**src/rtl/spd_pkg.sv**
```systemverilog
package spd_pkg;

    localparam int LG_W      = 5;
    localparam int BANK_W    = 4;
    localparam int MAX_BANKS = 8;
    localparam int IMG_BYTES = 256;
    localparam int ADDR_W    = $clog2(IMG_BYTES);
    localparam int CSUM_ADDR = 63;
    localparam int DENS_ADDR = 31;

    typedef enum logic [7:0] {
        MT_SDR  = 8'd4,
        MT_DDR  = 8'd7,
        MT_DDR2 = 8'd8
    } mem_kind_e;

    typedef enum logic [1:0] {
        ST_IDLE,
        ST_SPLIT,
        ST_EMIT,
        ST_FIN
    } gen_state_e;

    typedef struct packed {
        mem_kind_e        kind;
        logic [LG_W-1:0]  lg;
        logic [LG_W-1:0]  lg_min;
        logic [LG_W-1:0]  lg_max;
    } geom_t;

    function automatic logic [LG_W-1:0] kind_lg_min(mem_kind_e k);
        case (k)
            MT_DDR2: return LG_W'(7);
            MT_DDR:  return LG_W'(5);
            default: return LG_W'(2);
        endcase
    endfunction

    function automatic logic [LG_W-1:0] kind_lg_max(mem_kind_e k);
        case (k)
            MT_DDR2: return LG_W'(14);
            MT_DDR:  return LG_W'(12);
            default: return LG_W'(9);
        endcase
    endfunction

    function automatic logic [7:0] fold_density(mem_kind_e k, logic [LG_W-1:0] lg);
        logic [31:0] d;
        d = 32'd1 << (lg - LG_W'(2));
        case (k)
            MT_DDR2: return {d[7:5], d[12:8]};
            MT_DDR:  return {d[7:3], d[10:8]};
            default: return d[7:0];
        endcase
    endfunction

endpackage

```
**src/rtl/spd_size_norm.sv**
```systemverilog
module spd_size_norm
    import spd_pkg::*;
#(
    parameter int SIZE_W = 24
) (
    input  logic [7:0]        type_code,
    input  logic [SIZE_W-1:0] size_mb,
    output logic              bad,
    output logic              adjusted,
    output geom_t             geom
);
    logic [LG_W-1:0]   lg;
    logic [SIZE_W-1:0] pow;
    logic              known;
    mem_kind_e         req_kind;
    mem_kind_e         eff_kind;
    logic              fell_back;

    always_comb begin
        lg = '0;
        for (int b = 0; b < SIZE_W; b++) begin
            if (size_mb[b]) lg = LG_W'(b);
        end
    end

    assign pow = SIZE_W'(1) << lg;

    always_comb begin
        known    = 1'b1;
        req_kind = MT_SDR;
        case (type_code)
            8'd4:    req_kind = MT_SDR;
            8'd7:    req_kind = MT_DDR;
            8'd8:    req_kind = MT_DDR2;
            default: known = 1'b0;
        endcase
    end

    always_comb begin
        fell_back = lg < kind_lg_min(req_kind);
        eff_kind  = req_kind;
        if (fell_back) eff_kind = (lg >= LG_W'(5)) ? MT_DDR : MT_SDR;
    end

    assign bad      = !known || (size_mb < SIZE_W'(4));
    assign adjusted = (size_mb != pow) || fell_back;

    assign geom.kind   = eff_kind;
    assign geom.lg     = lg;
    assign geom.lg_min = kind_lg_min(eff_kind);
    assign geom.lg_max = kind_lg_max(eff_kind);

endmodule

```
**src/rtl/spd_bank_split.sv**
```systemverilog
module spd_bank_split
    import spd_pkg::*;
(
    input  logic              clk,
    input  logic              rst,
    input  logic              load,
    input  geom_t             geom_in,
    output logic              fin,
    output logic [LG_W-1:0]   lg_out,
    output logic [BANK_W-1:0] banks_out,
    output logic              short_cover
);
    logic              run_q;
    logic [LG_W-1:0]   lg_q;
    logic [LG_W-1:0]   orig_q;
    logic [LG_W-1:0]   min_q;
    logic [LG_W-1:0]   max_q;
    logic [BANK_W-1:0] banks_q;
    logic              fin_q;
    logic              short_q;
    logic [39:0]       span_orig;
    logic [39:0]       span_now;
    logic              step;

    assign span_orig = 40'd1 << orig_q;
    assign span_now  = 40'(banks_q) << lg_q;
    assign step      = (lg_q > max_q) && (banks_q < BANK_W'(MAX_BANKS));

    always_ff @(posedge clk) begin
        if (rst) begin
            run_q   <= 1'b0;
            lg_q    <= '0;
            orig_q  <= '0;
            min_q   <= '0;
            max_q   <= '0;
            banks_q <= BANK_W'(1);
            fin_q   <= 1'b0;
            short_q <= 1'b0;
        end else begin
            fin_q <= 1'b0;
            if (load) begin
                run_q   <= 1'b1;
                lg_q    <= geom_in.lg;
                orig_q  <= geom_in.lg;
                min_q   <= geom_in.lg_min;
                max_q   <= geom_in.lg_max;
                banks_q <= BANK_W'(1);
                short_q <= 1'b0;
            end else if (run_q) begin
                if (step) begin
                    lg_q    <= lg_q - LG_W'(1);
                    banks_q <= banks_q + BANK_W'(1);
                end else begin
                    run_q   <= 1'b0;
                    fin_q   <= 1'b1;
                    short_q <= span_orig > span_now;
                    if (banks_q == BANK_W'(1) && lg_q > min_q) begin
                        lg_q    <= lg_q - LG_W'(1);
                        banks_q <= BANK_W'(2);
                    end
                end
            end
        end
    end

    assign fin         = fin_q;
    assign lg_out      = lg_q;
    assign banks_out   = banks_q;
    assign short_cover = short_q;

    AST_BANKS_BOUND: assert property (@(posedge clk) disable iff (rst)
        (banks_q >= BANK_W'(1)) && (banks_q <= BANK_W'(MAX_BANKS)));
    AST_FIN_SINGLE: assert property (@(posedge clk) disable iff (rst)
        fin_q |=> !fin_q);
    AST_FORCED_PAIR: assert property (@(posedge clk) disable iff (rst)
        run_q && !load && !step && banks_q == BANK_W'(1) && lg_q > min_q
        |=> banks_q == BANK_W'(2));

endmodule

```
**src/rtl/spd_byte_map.sv**
```systemverilog
module spd_byte_map
    import spd_pkg::*;
(
    input  logic [ADDR_W-1:0] addr,
    input  mem_kind_e         kind,
    input  logic [LG_W-1:0]   lg,
    input  logic [BANK_W-1:0] banks,
    output logic [7:0]        value
);
    logic       gen2;
    logic [7:0] bank_byte;
    logic [7:0] flag_byte;

    assign gen2      = (kind == MT_DDR2);
    assign bank_byte = gen2 ? 8'(banks - BANK_W'(1)) : 8'(banks);
    assign flag_byte = gen2 ? 8'd0 : 8'd1;

    always_comb begin
        case (addr)
            8'd0:      value = 8'd128;
            8'd1:      value = 8'd8;
            8'd2:      value = kind;
            8'd3:      value = 8'd13;
            8'd4:      value = 8'd10;
            8'd5:      value = bank_byte;
            8'd6:      value = 8'd64;
            8'd8:      value = 8'd4;
            8'd9:      value = 8'h25;
            8'd10:     value = 8'd1;
            8'd12:     value = 8'h82;
            8'd13:     value = 8'd8;
            8'd15:     value = flag_byte;
            8'd16:     value = 8'd12;
            8'd17:     value = 8'd4;
            8'd18:     value = 8'd12;
            8'd19:     value = flag_byte;
            8'd20:     value = 8'd2;
            8'd23:     value = 8'h12;
            8'd27:     value = 8'd20;
            8'd28:     value = 8'd15;
            8'd29:     value = 8'd20;
            8'd30:     value = 8'd45;
            DENS_ADDR: value = fold_density(kind, lg);
            8'd32:     value = 8'd20;
            8'd33:     value = 8'd8;
            8'd34:     value = 8'd20;
            8'd35:     value = 8'd8;
            default:   value = 8'd0;
        endcase
    end

endmodule

```
**src/rtl/spd_image_gen.sv**
```systemverilog
module spd_image_gen
    import spd_pkg::*;
#(
    parameter int SIZE_W = 24
) (
    input  logic              clk,
    input  logic              rst,
    input  logic              start,
    input  logic [7:0]        type_code,
    input  logic [SIZE_W-1:0] size_mb,
    output logic [7:0]        wr_addr,
    output logic [7:0]        wr_data,
    output logic              wr_en,
    output logic              done,
    output logic              error,
    output logic              warning
);
    localparam logic [ADDR_W-1:0] LAST_ADDR = ADDR_W'(IMG_BYTES - 1);

    gen_state_e        state_q;
    logic [ADDR_W-1:0] cnt_q;
    logic [7:0]        csum_q;
    mem_kind_e         kind_q;
    logic              err_q;
    logic              warn_q;
    logic              done_q;
    logic              we_q;
    logic [7:0]        addr_q;
    logic [7:0]        data_q;

    logic              n_bad;
    logic              n_adj;
    geom_t             n_geom;
    logic              accept;
    logic              s_fin;
    logic [LG_W-1:0]   s_lg;
    logic [BANK_W-1:0] s_banks;
    logic              s_short;
    logic [7:0]        byte_now;

    spd_size_norm #(.SIZE_W(SIZE_W)) u_norm (
        .type_code (type_code),
        .size_mb   (size_mb),
        .bad       (n_bad),
        .adjusted  (n_adj),
        .geom      (n_geom)
    );

    assign accept = (state_q == ST_IDLE) && start;

    spd_bank_split u_split (
        .clk         (clk),
        .rst         (rst),
        .load        (accept && !n_bad),
        .geom_in     (n_geom),
        .fin         (s_fin),
        .lg_out      (s_lg),
        .banks_out   (s_banks),
        .short_cover (s_short)
    );

    spd_byte_map u_map (
        .addr  (cnt_q),
        .kind  (kind_q),
        .lg    (s_lg),
        .banks (s_banks),
        .value (byte_now)
    );

    always_ff @(posedge clk) begin
        if (rst) begin
            state_q <= ST_IDLE;
            cnt_q   <= '0;
            csum_q  <= '0;
            kind_q  <= MT_SDR;
            err_q   <= 1'b0;
            warn_q  <= 1'b0;
            done_q  <= 1'b0;
            we_q    <= 1'b0;
            addr_q  <= '0;
            data_q  <= '0;
        end else begin
            done_q <= 1'b0;
            we_q   <= 1'b0;
            case (state_q)
                ST_IDLE: begin
                    if (start) begin
                        err_q  <= n_bad;
                        warn_q <= n_bad ? 1'b0 : n_adj;
                        kind_q <= n_geom.kind;
                        if (n_bad) done_q  <= 1'b1;
                        else       state_q <= ST_SPLIT;
                    end
                end
                ST_SPLIT: begin
                    if (s_fin) begin
                        warn_q  <= warn_q | s_short;
                        cnt_q   <= '0;
                        csum_q  <= '0;
                        state_q <= ST_EMIT;
                    end
                end
                ST_EMIT: begin
                    we_q   <= 1'b1;
                    addr_q <= 8'(cnt_q);
                    data_q <= (cnt_q == ADDR_W'(CSUM_ADDR)) ? csum_q : byte_now;
                    if (cnt_q < ADDR_W'(CSUM_ADDR)) csum_q <= csum_q + byte_now;
                    if (cnt_q == LAST_ADDR) state_q <= ST_FIN;
                    else                    cnt_q   <= cnt_q + ADDR_W'(1);
                end
                default: begin
                    done_q  <= 1'b1;
                    state_q <= ST_IDLE;
                end
            endcase
        end
    end

    assign wr_addr = addr_q;
    assign wr_data = data_q;
    assign wr_en   = we_q;
    assign done    = done_q;
    assign error   = err_q;
    assign warning = warn_q;

    AST_ADDR_STEP: assert property (@(posedge clk) disable iff (rst)
        wr_en && $past(wr_en) |-> wr_addr == $past(wr_addr) + 8'd1);
    AST_FIRST_ADDR: assert property (@(posedge clk) disable iff (rst)
        wr_en && !$past(wr_en) |-> wr_addr == 8'd0);
    AST_DONE_PULSE: assert property (@(posedge clk) disable iff (rst)
        done |=> !done);
    AST_ERR_SILENT: assert property (@(posedge clk) disable iff (rst)
        error |-> !wr_en);
    AST_DONE_AFTER_LAST: assert property (@(posedge clk) disable iff (rst)
        done && !error |-> $past(wr_en) && $past(wr_addr) == 8'd255);

endmodule

```
**config.mk**
```make
export PLATFORM = sky130hd
export DESIGN_NAME = spd_image_gen
export DESIGN_NICKNAME = d
export VERILOG_FILES = /design/src/rtl/spd_pkg.sv /design/src/rtl/spd_size_norm.sv /design/src/rtl/spd_bank_split.sv /design/src/rtl/spd_byte_map.sv /design/src/rtl/spd_image_gen.sv
export SDC_FILE = /design/constraint.sdc
export NUM_CORES = 1
export LEC_CHECK = 0
export CORE_ASPECT_RATIO = 1.1
export CORE_MARGIN = 2
export CORE_UTILIZATION = 40
export DETAILED_ROUTE_END_ITERATION = 7
export PLACE_DENSITY = 0.61
export SLEW_MARGIN = 20
export SYNTH_ARGS = -nofsm -noshare
export SYNTH_HDL_FRONTEND = slang
export SYNTH_SLANG_ARGS = --single-unit
```
**constraint.sdc**
```tcl
create_clock -name clk -period 5 [get_ports clk]
set_clock_uncertainty 0.1 [all_clocks]
set_input_delay 1 -clock clk [delete_from_list [all_inputs] [get_ports clk]]
set_output_delay 1 -clock clk [all_outputs]
set_load 0.01 [all_outputs]
```
* After elaboration in Yosys (flattened, before gate mapping) *
Index checks and enable logic that the tools add are counted.

operators by class
  shift operators = 4
  order comparisons = 8
  equality and inequality tests = 48
  bitwise logic cells = 3
  reductions and logical operators = 32
  div/mod/pow operators = 0
  multipliers = 0
  multiplexer cells = 63
  add/subtract/negate cells = 6

operator list
  operator                                                      number
  one-hot mux 8 bit (19 select lines)                           1
  == test 8 x 5 -> 1 bit (second input constant)                11
  == test 8 x 4 -> 1 bit (second input constant)                9
  two-way mux 5 bit                                             12
  == test 8 x 3 -> 1 bit (second input constant)                7
  two-way mux 8 bit                                             6
  == test 8 x 6 -> 1 bit (second input constant)                5
  greater-than comparator 40 bit                                1
  two-way mux 4 bit                                             10
  left shift 1 x 5 -> 40 bit (first input constant)             1
  left shift 4 x 5 -> 40 bit                                    1
  one-hot mux 8 bit (2 select lines)                            2
  less-than comparator 24 x 3 -> 1 bit (second input constant)  1
  != test 24 bit                                                1
  left shift 1 x 5 -> 24 bit (first input constant)             1
  one-hot mux 3 bit (2 select lines)                            3
  == test 8 x 2 -> 1 bit (second input constant)                2
  two-way mux 2 bit                                             7
  two-way mux 1 bit                                             13
  left shift 1 x 5 -> 13 bit (first input constant)             1
  two-way mux 3 bit                                             4
  greater-than comparator 5 bit                                 2
  != test 2 bit (second input constant)                         5
  one-hot mux 5 bit (2 select lines)                            1
  other kinds (36)                                              57

storage, ports and cells
  output and inout bits = 20
  register bits = 73
  memories = 0
  input bits = 35
  logic and storage cells = 182
  ROM bits = 0
  memory bits (writable) = 0
  latch bits = 0

* Longest topological paths before layout *
  word-level depth = 29
  depth in mapped cells = 17
  mapped depth without buffers = 16

* Cells and area by module *
Synthesis repeated with hierarchy kept, for this count alone.

unflattened totals
  cells, all modules = 915
  area total of the unflattened synthesis = 6945.4 um2

modules (own cells, without submodules)
  module          cells an instance  area each (um2)  sequential area each (um2)  times used
  spd_bank_split  358                2676.3           540.5                       1
  spd_image_gen   266                2374.8           920.9                       1
  spd_size_norm   161                1066.0           0.0                         1
  spd_byte_map    130                828.3            0.0                         1

* Worst setup path after synthesis *
No wires, ideal clock.

  kind = reg2reg
  start = reg u_split.lg_q[1], in the netlist u_split.lg_out[1]
  end = reg csum_q[7]
  library setup time = 122 ps
  path buffers = 1
  cell stages (with the launch flop) = 18
  period minus slack after synthesis = 3683 ps
  required time = 4778 ps
  arrival time = 3461 ps
  slack = 1317 ps
  cells stage by stage = dfxtp_1 -> clkbuf_1 -> inv_1 -> ha_1 -> xor2_1 -> xnor2_1 -> nand2_1 -> nor2_1 -> a21o_1 -> ha_1 -> a21o_1 -> a21oi_1 -> o21bai_1 -> a21oi_1 -> o21ai_0 -> xnor2_1 -> nor3_1 -> a311o_1

on the way
  longest elaborated chain between the ends = 7

ends and longest elaborated chain
  item                                     line                  text
  from (decl)                              spd_bank_split.sv:14  logic [LG_W-1:0] lg_q;
  from (signal assigned)                   spd_bank_split.sv:43  lg_q <= geom_in.lg;
  from (signal assigned)                   spd_bank_split.sv:51  lg_q <= lg_q - LG_W'(1);
  from (signal assigned)                   spd_bank_split.sv:58  lg_q <= lg_q - LG_W'(1);
  subtractor 5 x 2 -> 5 bit (*)            spd_pkg.sv:49         d = 32'd1 << (lg - LG_W'(2));
  left shift 1 x 5 -> 13 bit (*)           spd_pkg.sv:49
  one-hot mux 5 bit (2 select lines)       spd_pkg.sv:50         case (k)
  one-hot mux 8 bit (19 select lines) (*)  spd_byte_map.sv:19    case (addr)
  adder 8 bit (*)                          spd_image_gen.sv:107  if (cnt_q < ADDR_W'(CSUM_ADDR)) csum_q <= csum_q + byte_now;
  two-way mux 8 bit (*)                    spd_image_gen.sv:107
  one-hot mux 8 bit (2 select lines) (*)   spd_image_gen.sv:85   case (state_q)
  to (signal assigned)                     spd_image_gen.sv:107
  to (decl)                                spd_image_gen.sv:22   logic [7:0] csum_q;

Every way passes the cells marked *; elsewhere a longest branch is shown, timed or not. The select of a mux whose other input is x is not followed.
A chain may end at the register's enable or synchronous reset.

* Final worst setup path *
  start = in size_mb[5]
  end = reg u_split.min_q[1]

on the way
  longest elaborated chain between the ends = 24
  elaborated cells between the ends (all ways) = 30
  those cells by class = 3 x order compare; 2 x eq/ne; 22 x mux; 3 x reduce/logical

ends and longest elaborated chain
  item                                                              line                  text
  from (decl)                                                       spd_image_gen.sv:10   input logic [SIZE_W-1:0] size_mb,
  two-way mux 3 bit (3 in a row)                                    spd_size_norm.sv:22   if (size_mb[b]) lg = LG_W'(b);
  two-way mux 4 bit (8 in a row)                                    spd_size_norm.sv:22
  two-way mux 5 bit (8 in a row)                                    spd_size_norm.sv:22
  greater-or-equal comparator 5 x 3 -> 1 bit                        spd_size_norm.sv:42   if (fell_back) eff_kind = (lg >= LG_W'(5)) ? MT_DDR : MT_SDR;
  two-way mux 2 bit                                                 spd_size_norm.sv:42
  two-way mux 8 bit                                                 spd_size_norm.sv:42
  == test 8 x 3 -> 1 bit or == test 8 x 4 -> 1 bit (tied branches)  spd_pkg.sv:32         case (k)
  one-hot mux 3 bit (2 select lines)                                spd_pkg.sv:32
  to (signal assigned)                                              spd_bank_split.sv:45  min_q <= geom_in.lg_min;
  to (decl)                                                         spd_bank_split.sv:16  logic [LG_W-1:0] min_q;

Parallel ways exist; a longest one is shown, timed or not.

==> impl_metrics.env <==
export IMPL_clk_insertion_delay_late_ns=0.33
export IMPL_critPathRequiredTime_ns=5.14
export IMPL_chipHeight_um=133
export IMPL_fmax_ghz=0.252
export IMPL_syn_area_mm2=0.00603
export IMPL_final_common_cell="nor2_1"
export IMPL_dominantRegCellSynth="dfxtp_1"
export IMPL_syn_inst=825
export IMPL_synth_nets=927
export IMPL_grtUsageTotal=0.204
export IMPL_hold_worst_slack_ns=0.361
export IMPL_combPwrFrac=0.174
export IMPL_relSlewSlack=0.315
export IMPL_clkSinkCount=63
export IMPL_p_sw_mw=0.398
export IMPL_cts_root_buf="clkbuf_16"
export IMPL_arrival_ns=4.10
export IMPL_status="finished, final reports clean"
export IMPL_final_cell_mix="nor2_1 (124), nand2_1 (94), ha_1 (66)"
export IMPL_drive_gt1_frac=0.0710
export IMPL_h_tree_depth=3
export IMPL_gp_congestion=0.927
export IMPL_clock_path_buffers=2
export IMPL_syn_to_final_growth_pct=16.4
export IMPL_leakage_nw=2.70
export IMPL_avgSynthCellArea_um2=7.31
export IMPL_fin_tns_setup_ns=0
export IMPL_min_period_ns=3.96
export IMPL_nNetsFinal=956
export IMPL_crit_fanout=13
export IMPL_ir_worst_vdd_v=0.000197
export IMPL_drc=0
export IMPL_antennaDiodeCount=0
export IMPL_start_kind="input port"
export IMPL_switching_share=0.270
export IMPL_drt_iter0_markers=336
export IMPL_path_clk_slew_ns=0.05
export IMPL_power_density_mw_per_mm2=210
export IMPL_antenna_found_initial=0
export IMPL_die_width_um=121
export IMPL_dpl_hpwl_um=12100
export IMPL_grt_pass1_vias=5520
export IMPL_p_int_mw=1.07
export IMPL_placement_io_buffers=54
export IMPL_power_mw=1.47
export IMPL_r2r_slack_ns=1.14
export IMPL_finalWirelength_um=16000
export IMPL_grt_start_max_net_pins=40
export IMPL_cts_setup_buffers=0
export IMPL_drv_slew=0
export IMPL_fp_coreArea_mm2=0.0149
export IMPL_io_pins=55
export IMPL_holdCritStartpoint="u_split.max_q[3]"
export IMPL_rows=47
export IMPL_tightest_slew_ns=1.02
export IMPL_r2r_start="cnt_q[0]"
export IMPL_synth_edf_count=0
export IMPL_cts_hold_buf=0
export IMPL_cap_violations=0
export IMPL_clock_power_share=0.468
export IMPL_drtAntennaViolNets=0
export IMPL_period_share=0.792
export IMPL_grt_pass1_wl_um=27000
export IMPL_drt_pass1_iterations=5
export IMPL_setup_viol=0
export IMPL_synth_seq_cells=63
export IMPL_synth_async_sr_flop_share=0
export IMPL_ys_seq_area_frac=0.209
export IMPL_critPathLaunch="size_mb[5]"
export IMPL_yosys_warnings=0
export IMPL_cp_end_kind="flip-flop"
export IMPL_pwr_share_seq=0.358
export IMPL_fp_dieArea_mm2=0.0161
export IMPL_cts_tree="yes"
export IMPL_vias=5954
export IMPL_numCtsBuffers=9
export IMPL_start_util=0.405
export IMPL_worstHoldPathType="reg2reg"
export IMPL_wl_per_cell_um=15.2
export IMPL_hold_viol=0
export IMPL_critical_path_class="in2reg"
export IMPL_overflow=0
export IMPL_rsz0062_at_grt="false"
export IMPL_synth_distinct_cells=82
export IMPL_routed_via_density=5.64
export IMPL_post_cts_resized=0
[synthesized netlist by cell type (4+ instances only)]
master,n,area [um^2]
xor2_1,11,96.3
o21bai_1,4,30.0
a21oi_1,60,300
or2_2,5,31.3
xnor2_1,15,131
a311oi_1,5,43.8
mux2i_1,13,130
nor3_1,25,125
o31ai_1,10,75.1
nand4_1,13,81.3
nand3b_1,4,30.0
nor2_1,124,465
a31oi_1,5,31.3
dfxtp_1,63,1260
buf_1,6,22.5
and3_1,4,25.0
o21a_1,13,97.6
nor4_1,14,87.6
nand3_1,24,120
nand2b_1,14,87.6
nor2b_1,11,68.8
o211ai_1,7,52.6
nor3b_1,5,37.5
or4_4,4,45.0
clkbuf_1,32,120
a21o_1,14,105
or3_1,6,37.5
nand2_1,94,353
and2_1,5,31.3
inv_1,32,120
o21ai_0,32,160
a211oi_1,12,90.1
ha_1,66,826
[stage by stage]
step / area (um^2) / setup WS (ns) / utilization / cells
3_3_place_gp: 6690 / 0.796 / 0.450 / 1039
4_1_cts: 7020 / 1.07 / 0.472 / 1055
3_5_place_dp: 6690 / 0.741 / 0.450 / 1039
6_report: 7020 / 1.04 / 0.472 / 1055
5_1_grt: 7020 / 0.754 / 0.472 / 1055
2_1_floorplan: 6030 / 1.32 / - / 825
[registers in the layout, indices dropped and copies added (netlist names)]
| name | cells |
|---|---|
| error | 1 |
| u_split.run_q | 1 |
| done | 1 |
| csum_q | 8 |
| u_split.min_q | 2 |
| u_split.orig_q | 5 |
| state_q | 2 |
| kind_q | 3 |
| wr_en | 1 |
| u_split.short_cover | 1 |
| u_split.fin | 1 |
| wr_data | 8 |
| warning | 1 |
| wr_addr | 8 |
| u_split.lg_out | 5 |
| u_split.max_q | 3 |
| cnt_q | 8 |
| u_split.banks_out | 4 |
[logic make-up (layout without fill, tap and decap cells)]
group	after synthesis	in the layout	synth area share
compound gates	203	203	0.225
simple gates	373	373	0.309
mux	16	16	0.0272
flops	63	63	0.209
fa+ha+maj	68	68	0.142
xor+xnor	26	26	0.0378
buf+inv	76	110	0.0494
[power by group through the flow]
stage	sequential (mW)	combinational (mW)	clock, mW
final	0.527	0.256	0.689
after global routing	0.529	0.286	0.724
after CTS	0.527	0.257	0.702
after detailed placement	0.538	0.255	0
after global placement	0.538	0.256	0
after floorplan	0.539	0.159	0
[layer usage]
metal | GRT usage | vias to the layer above | routed length [um] | share of wire
met3 | 0.0297 | 26 | 654 | 0.041
met5 | 0 | - | 0 | 0
met4 | 0.0717 | 0 | 400 | 0.025
li1 | - | 3027 | - | -
met1 | 0.283 | 2751 | 7560 | 0.47
met2 | 0.321 | 150 | 7430 | 0.46
[worst max-delay path, cell delays in order]
cell             delay [ns]
clkdlybuf4s50_1        0.53
o311ai_0               0.50
a31o_2                 0.23
nand2_1                0.10
inv_1                  0.36
ha_1                   0.31
o21ai_0                0.17
a21oi_1                0.10
nor2_1                 0.21
mux2_2                 0.37
a311oi_1               0.24
[final timing paths]
path / endpoint / cells after the start
setup / recovery: u_split.min_q[1] / 11
hold / removal: u_split.max_q[3] / 2
setup reg to reg: csum_q[7] / 16
hold reg to reg: u_split.max_q[3] / 2
[cell type report]
| class | count | area (um^2) |
|---|---|---|
| Clock inverter | 6 | 92.6 |
| Fill cell | 1499 | 7860 |
| Tap cell | 196 | 245 |
| Inverter | 33 | 124 |
| Clock buffer | 10 | 239 |
| Sequential cell | 63 | 1260 |
| Multi-Input combinational cell | 686 | 4470 |
| Timing Repair Buffer | 61 | 588 |
(Power assumes the default switching activity.)
